[src/rtl/flash_seq_pkg.sv]
package flash_seq_pkg;

  typedef enum logic [2:0] {
    CK_FLUSH = 3'd0,
    CK_OPEN  = 3'd1,
    CK_WRITE = 3'd2,
    CK_READ  = 3'd3,
    CK_CLOSE = 3'd4
  } cmdKind_e;

  localparam logic [7:0] OP_WREN = 8'h06;
  localparam logic [7:0] OP_PROG = 8'h02;
  localparam logic [7:0] OP_RDSR = 8'h05;

  localparam logic [3:0] MIN_SHIFT = 4'd4;
  localparam logic [3:0] MAX_SHIFT = 4'd12;

  // strobes from control to datapath
  typedef struct packed {
    logic load;
    logic byteSent;
    logic nextPage;
    logic pollClr;
    logic pollInc;
  } dpStrobe_t;

  // conditions from datapath to control
  typedef struct packed {
    logic lastByte;
    logic countZero;
    logic pollLast;
  } dpStatus_t;

  function automatic logic [3:0] clampShift(input logic [3:0] s);
    if (s < MIN_SHIFT) return MIN_SHIFT;
    if (s > MAX_SHIFT) return MAX_SHIFT;
    return s;
  endfunction

endpackage

[src/rtl/flash_seq_dp.sv]
module flash_seq_dp
  import flash_seq_pkg::*;
#(
  parameter int ADDR_W     = 24,
  parameter int CNT_W      = 24,
  parameter int POLL_LIMIT = 4096
) (
  input  logic              clk,
  input  logic              rstN,
  input  dpStrobe_t         strobe,
  input  logic [ADDR_W-1:0] startAddr,
  input  logic [CNT_W-1:0]  byteCount,
  input  logic [3:0]        pageShift,
  output logic [ADDR_W-1:0] curAddr,
  output dpStatus_t         status
);

  localparam int POLL_W = $clog2(POLL_LIMIT + 1);
  localparam int END_W  = ADDR_W + 1;

  logic [ADDR_W-1:0] addrQ;
  logic [CNT_W-1:0]  remainQ;
  logic [END_W-1:0]  pageEndQ;
  logic [3:0]        shiftQ;
  logic [POLL_W-1:0] pollQ;

  logic [3:0]       shiftIn;
  logic [END_W-1:0] sizeIn;
  logic [END_W-1:0] firstEnd;
  logic [END_W-1:0] sizeCur;
  logic [END_W-1:0] addrNext;

  always_comb begin
    shiftIn  = clampShift(pageShift);
    sizeIn   = END_W'(1) << shiftIn;
    firstEnd = ({1'b0, startAddr} & ~(sizeIn - END_W'(1))) + sizeIn;
    sizeCur  = END_W'(1) << shiftQ;
    addrNext = {1'b0, addrQ} + END_W'(1);
  end

  always_ff @(posedge clk or negedge rstN) begin
    if (!rstN) begin
      addrQ    <= '0;
      remainQ  <= '0;
      pageEndQ <= '0;
      shiftQ   <= MIN_SHIFT;
    end else if (strobe.load) begin
      addrQ    <= startAddr;
      remainQ  <= byteCount;
      pageEndQ <= firstEnd;
      shiftQ   <= shiftIn;
    end else begin
      if (strobe.byteSent) begin
        addrQ   <= addrQ + ADDR_W'(1);
        remainQ <= remainQ - CNT_W'(1);
      end
      if (strobe.nextPage) begin
        pageEndQ <= pageEndQ + sizeCur;
      end
    end
  end

  always_ff @(posedge clk or negedge rstN) begin
    if (!rstN) begin
      pollQ <= '0;
    end else if (strobe.pollClr) begin
      pollQ <= '0;
    end else if (strobe.pollInc) begin
      pollQ <= pollQ + POLL_W'(1);
    end
  end

  assign curAddr          = addrQ;
  assign status.lastByte  = (remainQ == CNT_W'(1)) || (addrNext == pageEndQ);
  assign status.countZero = (remainQ == '0);
  assign status.pollLast  = (pollQ == POLL_W'(POLL_LIMIT - 1));

endmodule

[src/rtl/flash_seq_ctl.sv]
module flash_seq_ctl
  import flash_seq_pkg::*;
(
  input  logic       clk,
  input  logic       rstN,
  input  logic       start,
  input  logic       countInZero,
  input  dpStatus_t  status,
  input  logic       cmdReady,
  input  logic       inValid,
  input  logic       rspValid,
  input  logic       rspBusy,
  output dpStrobe_t  strobe,
  output logic       cmdValid,
  output cmdKind_e   cmdKind,
  output logic [7:0] cmdOpcode,
  output logic [1:0] cmdAddrLen,
  output logic       cmdRead,
  output logic       inReady,
  output logic       active,
  output logic       done,
  output logic       abortErr
);

  typedef enum logic [3:0] {
    S_IDLE,
    S_FLUSH_WE,
    S_OPEN_WE,
    S_CLOSE_WE,
    S_OPEN_PP,
    S_DATA,
    S_CLOSE_PP,
    S_FLUSH_RS,
    S_OPEN_RS,
    S_POLL_REQ,
    S_POLL_WAIT,
    S_CLOSE_RS
  } state_e;

  state_e stateQ, stateD;
  logic   abortQ;
  logic   doneQ, errQ;
  logic   doneSet, errSet, abortSet;

  always_comb begin
    stateD     = stateQ;
    strobe     = '0;
    cmdValid   = 1'b0;
    cmdKind    = CK_FLUSH;
    cmdOpcode  = 8'h00;
    cmdAddrLen = 2'd0;
    cmdRead    = 1'b0;
    inReady    = 1'b0;
    doneSet    = 1'b0;
    errSet     = 1'b0;
    abortSet   = 1'b0;

    unique case (stateQ)
      S_IDLE: begin
        if (start) begin
          if (countInZero) begin
            doneSet = 1'b1;
          end else begin
            strobe.load = 1'b1;
            stateD      = S_FLUSH_WE;
          end
        end
      end
      S_FLUSH_WE: begin
        cmdValid = 1'b1;
        cmdKind  = CK_FLUSH;
        if (cmdReady) stateD = S_OPEN_WE;
      end
      S_OPEN_WE: begin
        cmdValid  = 1'b1;
        cmdKind   = CK_OPEN;
        cmdOpcode = OP_WREN;
        if (cmdReady) stateD = S_CLOSE_WE;
      end
      S_CLOSE_WE: begin
        cmdValid = 1'b1;
        cmdKind  = CK_CLOSE;
        if (cmdReady) stateD = S_OPEN_PP;
      end
      S_OPEN_PP: begin
        cmdValid   = 1'b1;
        cmdKind    = CK_OPEN;
        cmdOpcode  = OP_PROG;
        cmdAddrLen = 2'd3;
        if (cmdReady) stateD = S_DATA;
      end
      S_DATA: begin
        cmdValid = inValid;
        cmdKind  = CK_WRITE;
        inReady  = cmdReady;
        if (inValid && cmdReady) begin
          strobe.byteSent = 1'b1;
          if (status.lastByte) stateD = S_CLOSE_PP;
        end
      end
      S_CLOSE_PP: begin
        cmdValid = 1'b1;
        cmdKind  = CK_CLOSE;
        if (cmdReady) begin
          strobe.nextPage = 1'b1;
          stateD          = S_FLUSH_RS;
        end
      end
      S_FLUSH_RS: begin
        cmdValid = 1'b1;
        cmdKind  = CK_FLUSH;
        if (cmdReady) stateD = S_OPEN_RS;
      end
      S_OPEN_RS: begin
        cmdValid  = 1'b1;
        cmdKind   = CK_OPEN;
        cmdOpcode = OP_RDSR;
        cmdRead   = 1'b1;
        if (cmdReady) begin
          strobe.pollClr = 1'b1;
          stateD         = S_POLL_REQ;
        end
      end
      S_POLL_REQ: begin
        cmdValid = 1'b1;
        cmdKind  = CK_READ;
        if (cmdReady) stateD = S_POLL_WAIT;
      end
      S_POLL_WAIT: begin
        if (rspValid) begin
          if (rspBusy) begin
            strobe.pollInc = 1'b1;
            if (status.pollLast) begin
              abortSet = 1'b1;
              stateD   = S_CLOSE_RS;
            end else begin
              stateD = S_POLL_REQ;
            end
          end else begin
            stateD = S_CLOSE_RS;
          end
        end
      end
      S_CLOSE_RS: begin
        cmdValid = 1'b1;
        cmdKind  = CK_CLOSE;
        if (cmdReady) begin
          if (abortQ) begin
            errSet = 1'b1;
            stateD = S_IDLE;
          end else if (status.countZero) begin
            doneSet = 1'b1;
            stateD  = S_IDLE;
          end else begin
            stateD = S_FLUSH_WE;
          end
        end
      end
      default: stateD = S_IDLE;
    endcase
  end

  always_ff @(posedge clk or negedge rstN) begin
    if (!rstN) begin
      stateQ <= S_IDLE;
      abortQ <= 1'b0;
      doneQ  <= 1'b0;
      errQ   <= 1'b0;
    end else begin
      stateQ <= stateD;
      doneQ  <= doneSet;
      errQ   <= errSet;
      if (strobe.load)  abortQ <= 1'b0;
      else if (abortSet) abortQ <= 1'b1;
    end
  end

  assign active   = (stateQ != S_IDLE);
  assign done     = doneQ;
  assign abortErr = errQ;

endmodule

[src/rtl/flash_prog_seq.sv]
module flash_prog_seq
  import flash_seq_pkg::*;
#(
  parameter int ADDR_W     = 24,
  parameter int CNT_W      = 24,
  parameter int POLL_LIMIT = 4096
) (
  input  logic              clk,
  input  logic              rstN,
  input  logic              start,
  input  logic [ADDR_W-1:0] startAddr,
  input  logic [CNT_W-1:0]  byteCount,
  input  logic [3:0]        pageShift,
  output logic              active,
  output logic              done,
  output logic              abortErr,
  input  logic [7:0]        inData,
  input  logic              inValid,
  output logic              inReady,
  output logic              cmdValid,
  input  logic              cmdReady,
  output logic [2:0]        cmdKind,
  output logic [7:0]        cmdOpcode,
  output logic [1:0]        cmdAddrLen,
  output logic              cmdRead,
  output logic [ADDR_W-1:0] cmdAddr,
  output logic [7:0]        cmdData,
  input  logic              rspValid,
  input  logic [7:0]        rspData
);

  dpStrobe_t strobe;
  dpStatus_t status;
  cmdKind_e  kindE;
  logic      countInZero;

  assign countInZero = (byteCount == '0);

  flash_seq_ctl i_ctl (
    .clk        (clk),
    .rstN       (rstN),
    .start      (start),
    .countInZero(countInZero),
    .status     (status),
    .cmdReady   (cmdReady),
    .inValid    (inValid),
    .rspValid   (rspValid),
    .rspBusy    (rspData[0]),
    .strobe     (strobe),
    .cmdValid   (cmdValid),
    .cmdKind    (kindE),
    .cmdOpcode  (cmdOpcode),
    .cmdAddrLen (cmdAddrLen),
    .cmdRead    (cmdRead),
    .inReady    (inReady),
    .active     (active),
    .done       (done),
    .abortErr   (abortErr)
  );

  flash_seq_dp #(
    .ADDR_W    (ADDR_W),
    .CNT_W     (CNT_W),
    .POLL_LIMIT(POLL_LIMIT)
  ) i_dp (
    .clk      (clk),
    .rstN     (rstN),
    .strobe   (strobe),
    .startAddr(startAddr),
    .byteCount(byteCount),
    .pageShift(pageShift),
    .curAddr  (cmdAddr),
    .status   (status)
  );

  assign cmdKind = kindE;
  assign cmdData = inData;

endmodule

[config.mk]
export PLATFORM = sky130hd
export DESIGN_NAME = flash_prog_seq
export DESIGN_NICKNAME = d
export VERILOG_FILES = /design/src/rtl/flash_seq_pkg.sv /design/src/rtl/flash_seq_dp.sv /design/src/rtl/flash_seq_ctl.sv /design/src/rtl/flash_prog_seq.sv
export SDC_FILE = /design/constraint.sdc
export NUM_CORES = 1
export LEC_CHECK = 0
export BUFFER_PORTS_ARGS = -buffer_cell sky130_fd_sc_hd__buf_2
export CORE_MARGIN = 1
export CORE_UTILIZATION = 58
export DETAILED_ROUTE_END_ITERATION = 10
export GPL_TIMING_DRIVEN = 0
export PLACE_DENSITY = 0.94
export SYNTH_ARGS = -nofsm -noshare
export SYNTH_HDL_FRONTEND = slang
export SYNTH_HIERARCHICAL = 1
export SYNTH_SLANG_ARGS = --single-unit
[constraint.sdc]
create_clock -name clk -period 4.3 [get_ports clk]
set_input_delay 0 -clock clk [delete_from_list [all_inputs] [get_ports clk]]
set_output_delay 0 -clock clk [all_outputs]
set_load 0.02 [all_outputs]
# Word level (Yosys, flattened, before mapping)

Index checks and enable logic that the tools add are counted.

$add $sub $neg: 7
Magnitude comparators: 2
Bitwise operators: 2
Reductions and logical operators: 14
Eq/ne operators: 28
Multiplexer cells: 66
Shift-type cells: 2

Operators by type and width:

| operator                                           | number |
|---|---|
| two-way mux 24 bit                                 | 4 |
| two-way mux 4 bit                                  | 19 |
| adder 25 bit                                       | 2 |
| two-way mux 25 bit                                 | 2 |
| << shifter 1 x 4 -> 25 bit, first input constant   | 2 |
| logical NOT 24 bit                                 | 2 |
| one-hot mux 4 bit (12 select lines)                | 1 |
| two-way mux 1 bit                                  | 31 |
| two-way mux 13 bit                                 | 2 |
| adder 24 x 1 -> 25 bit, second input constant      | 1 |
| AND 24 x 25 -> 25 bit                              | 1 |
| == test 25 bit                                     | 1 |
| NOT 25 bit                                         | 1 |
| subtractor 25 x 1 -> 25 bit, second input constant | 1 |
| adder 24 x 1 -> 24 bit, second input constant      | 1 |
| == test 24 x 1 -> 1 bit, second input constant     | 1 |
| != test 2 bit, second input constant               | 12 |
| subtractor 24 x 1 -> 24 bit, second input constant | 1 |
| == test 4 x 3 -> 1 bit, second input constant      | 4 |
| == test 4 bit, second input constant               | 4 |
| AND reduction 14 bit                               | 1 |
| adder 13 x 1 -> 13 bit, second input constant      | 1 |
| == test 13 x 12 -> 1 bit, second input constant    | 1 |
| one-hot mux 3 bit (4 select lines)                 | 1 |
| other kinds (15)                                   | 24 |

Register bits: 97
Bits of input ports: 74

# Depth between registers and ports, before layout

Word-level depth: 11
Depth in mapped cells: 14
Depth with buffers taken out: 13

# By module

The synthesis kept the hierarchy.

Modules (own cells, without submodules):

| module         | area each (um2) | times used | cells each |
|---|---|---|---|
| flash_seq_dp   | 6919.1          | 1          | 847 |
| flash_seq_ctl  | 689.4           | 1          | 88 |
| flash_prog_seq | 117.6           | 1          | 17 |

# Worst setup path before layout

No wires, ideal clock.

Kind: register -> register
Start point: reg i_dp.addrQ[0], in the netlist i_dp/curAddr[0]
End point: reg i_ctl.stateQ[0]
Path buffers: 1
Stages on the path, launching flop included: 15
Path slack: 843 ps
Required time: 4175 ps
Period minus slack after synthesis: 3457 ps
Arrival: 3332 ps
Library setup time: 125 ps
Path through: dfrtp_1 ha_1 buf_2 nand4_1 or4b_2 a22oi_1 nor4b_1 nand4_1 a211oi_1 o211ai_1 o31ai_1 and3_1 o32a_1 nand3_2 mux2_4

RTL lines:

| what                   | RTL line             | source |
|---|---|---|
| from (decl)            | flash_seq_dp.sv:21   | `logic [ADDR_W-1:0] addrQ;` |
| from (signal assigned) | flash_seq_dp.sv:48   | `addrQ <= startAddr;` |
| from (signal assigned) | flash_seq_dp.sv:54   | `addrQ <= addrQ + ADDR_W'(1);` |
| to (signal assigned)   | flash_seq_ctl.sv:170 | `stateQ <= stateD;` |
| to (decl)              | flash_seq_ctl.sv:40  | `state_e stateQ, stateD;` |

==> impl_results.md <==
- Outcome: finished, final reports clean
- TritonCTS clock tree: done
- WS Path Type: reg -> reg
- Vias in the first global route: 7906
- Final hold violations: 0
- Layout cells sized above 1: 15.4%
- Worst slew margin: 49.6%
- Clock Latency Late Sink: 0.35 ns
- Final HPWL DP: 15800 um
- GR Util met3: 6.42%
- Register area share after synthesis: 31.4%
- Die H: 117 um
- Register area: 0.00243 mm2
- CP Data Required Time: 4.54 ns
- Worst Hold Class: in -> reg
- Routed length per instance: 17.4 um
- Placeable Area: 0.0128 mm2
- Worst-path cell chain: ha_1, buf_2, nand4_1, or4b_2, a22oi_1, nor4b_2, nand4_1, a211oi_1, o211ai_1, o31ai_1, and3_1, o32a_1, nand3_2, a211o_1
- P per Cell Area: 589 mW/mm2
- Critical Path Source Type: register
- Drc violations: 0
- Antenna cells: 0
- Num rows: 41
- Max Clock Freq: 247 MHz
- Yosys Warn Count: 6
- Grt ovf: 0
- VDD IR max: 0.000296 V
- Via count: 7911
- Min Tclk post-route: 4.05 ns
- Clock root cell: clkbuf_16
- Drt initial violations: 883
- Met2 usage: 57.4%
- CP bufs+invs: 1
- Postcts setup bufs: 0
- Crit share post-route: 94.1%
- Total power: 5.54 mW
- Crit-path slowest cell: or4b_2
- Largest stage delay on the critical path: 0.70 ns
- CTS max path bufs: 2
- Initial Util: 60.2%
- Ports: 125
- Post-route cell area: 0.00941 mm2
- Area of the multi-input gates: 0.00491 mm2
- Buffers on Ports: 102
- Number of flops mapped to enable cells by yosys: 0
- Die width: 117 um
- RePlAce Congestion: 0.976
- Vias per cell: 6.08
- Leak: 3.99 nW
- Largest net degree at the start of global routing: 66
- Max-cap viol count: 0
- Filler cell count: 932
- Die ar.: 0.0138 mm2
- Post-Route WL: 22600 um
- Worst EP arrival: 4.29 ns
- Reg clk slew, reported paths: 0.07 ns
- DR pass1 iterations: 6
- Gr busiest metal: met2
- Crit-path max FO: 8
- Post-DRT Antenna Nets: 0
- Yosys reg bits: 97
- Most common flop cell mapped by yosys: dfrtp_1
- Crit-path most repeated cell: nand4_1
- Area post-placement: 0.00851 mm2
- CTS Buf Count: 9
- Grt met1 use: 41.6%
- Initial antenna violation count: 0
- Clock Sinks: 97
- # nets final: 1228
- H-tree depth: 3
- Cells after Synth: 952
- Crit path capture type: register
- Async set or reset register ratio after synthesis: 100%
- CP delay by family, top: simple AND/OR/NAND/NOR gates
- Clock skew: 0.00533 ns
- Area growth syn-to-layout: 21.8%
- Mean Syn Cell Area: 8.12 um2
- Final setup viols: 0
- First-pass GRT wire length: 37400 um
- Cell area after synthesis: 0.00773 mm2
- Tot GR Track Use: 33.7%
- Worst-Margin Slew: 0.750 ns
- Yosys cell types: 79
- Final count of pins violating max slew: 0
[worst paths after layout]
kind                                 start  slack, ns               end  cells after the start
max in group asynchronous             rstN       3.48  i_dp/curAddr[17]                      3
max reg2reg                i_dp/curAddr[0]       0.25   i_ctl/stateQ[3]                     14
min reg2reg                 i_dp/pollQ[11]       0.56    i_dp/pollQ[11]                      2
max                        i_dp/curAddr[0]       0.25   i_ctl/stateQ[3]                     14
min                           startAddr[6]       0.03   i_dp/curAddr[6]                      3
min in group asynchronous             rstN       0.16   i_dp/curAddr[3]                      2
[cell usage in the layout, fill, tap and decap left out, types with 6 or more instances in the layout]
cell / count
nand3_1: 27
nor2_1: 73
inv_1: 20
mux2i_1: 15
buf_2: 115
nor2b_1: 14
and2_1: 12
clkbuf_1: 34
or4_1: 6
nor4_1: 19
nor3_1: 28
dfrtp_1: 96
o21ai_0: 79
xor2_1: 56
a21oi_1: 35
nand2b_1: 11
buf_4: 18
a21o_1: 7
and3_1: 12
o21a_1: 6
nand4_1: 27
or3_1: 12
xnor2_1: 63
a22oi_1: 6
ha_1: 28
clkbuf_16: 9
o31ai_1: 6
dlygate4sd3_1: 51
a211oi_1: 9
nand2_1: 122
conb_1: 11
[cell families (layout without fill, tap and decap cells)]
family	count (synthesis)	count (layout)	synth area share, %
AO/OA/AOI/OAI	200	200	16.2
other	3	11	0.146
buffers and inverters	92	262	5.55
adder cells (fa/ha/maj)	31	31	5.07
XOR/XNOR	119	119	13.5
multiplexers	19	19	2.57
flip-flops	97	97	31.4
AND/OR/NAND/NOR	391	391	25.5
[state kept, by name, summed over array words and instances, names as in the netlist]
register / flops
i_ctl/stateQ: 4
i_ctl/abortErr: 1
i_dp/remainQ: 24
i_ctl/done: 1
i_dp/shiftQ: 4
i_dp/curAddr: 24
i_dp/pageEndQ: 25
i_ctl/abortQ: 1
i_dp/pollQ: 13
[cell type report]
type / instances / area share (%)
clock inverters: 5 / 1.33
clock buffers: 11 / 2.69
plain buffers: 70 / 3.68
well taps: 172 / 2.29
flip-flops and latches: 97 / 25.8
repair buffers: 154 / 11.2
multi-input cells: 771 / 52.2
inverters: 22 / 0.878
[worst min-delay path: stages]
cell and delay [ns]:
buf_2 0.14, nand2_1 0.11, o21ai_0 0.08
[synth_stat cells (all sizes together) (22+ instances only)]
cell type,number,area (um2)
a21oi,35,175
buf,34,209
clkbuf,36,138
dfrtp,96,2400
ha,28,350
nand2,123,464
nand3,28,145
nand4,27,169
nor2,74,278
nor3,28,140
nor4,22,165
o21ai,82,410
xnor2,63,552
xor2,56,490
[metrics by stage]
stage / setup TNS (ns) / setup WS (ns) / cells / hold slack [ns] / util [%]
2_1_floorplan: 0 / 0.843 / 960 / -0.296 / -
3_3_place_gp: 0 / 0.342 / 1234 / 0.212 / 66.1
3_5_place_dp: 0 / 0.327 / 1235 / -0.0178 / 66.4
4_1_cts: 0 / 0.287 / 1302 / 0.00103 / 73.3
5_1_grt: -0.0575 / -0.0280 / 1302 / 0.0206 / 73.4
6_report: 0 / 0.253 / 1302 / 0.0261 / 73.4
[timing repair]
item,in CTS,in global routing
hold buffers,51,0
endpoints found under the hold margin,85,0
resized for setup,0,2
setup endpoints to repair,0,4
[layer usage]
metal  up-vias  wire length (um)
met5         -                 0
met4         0               685
met3        62              1790
met2       410             11100
met1      3749              9010
li1       3690                 -
[report_power, final]
part | internal [mW] | switching (mW)
clock network | 0.658 | 0.355
logic | 1.14 | 1.66
registers | 1.27 | 0.451
No activity file was read; power rests on OpenSTA's default activity.
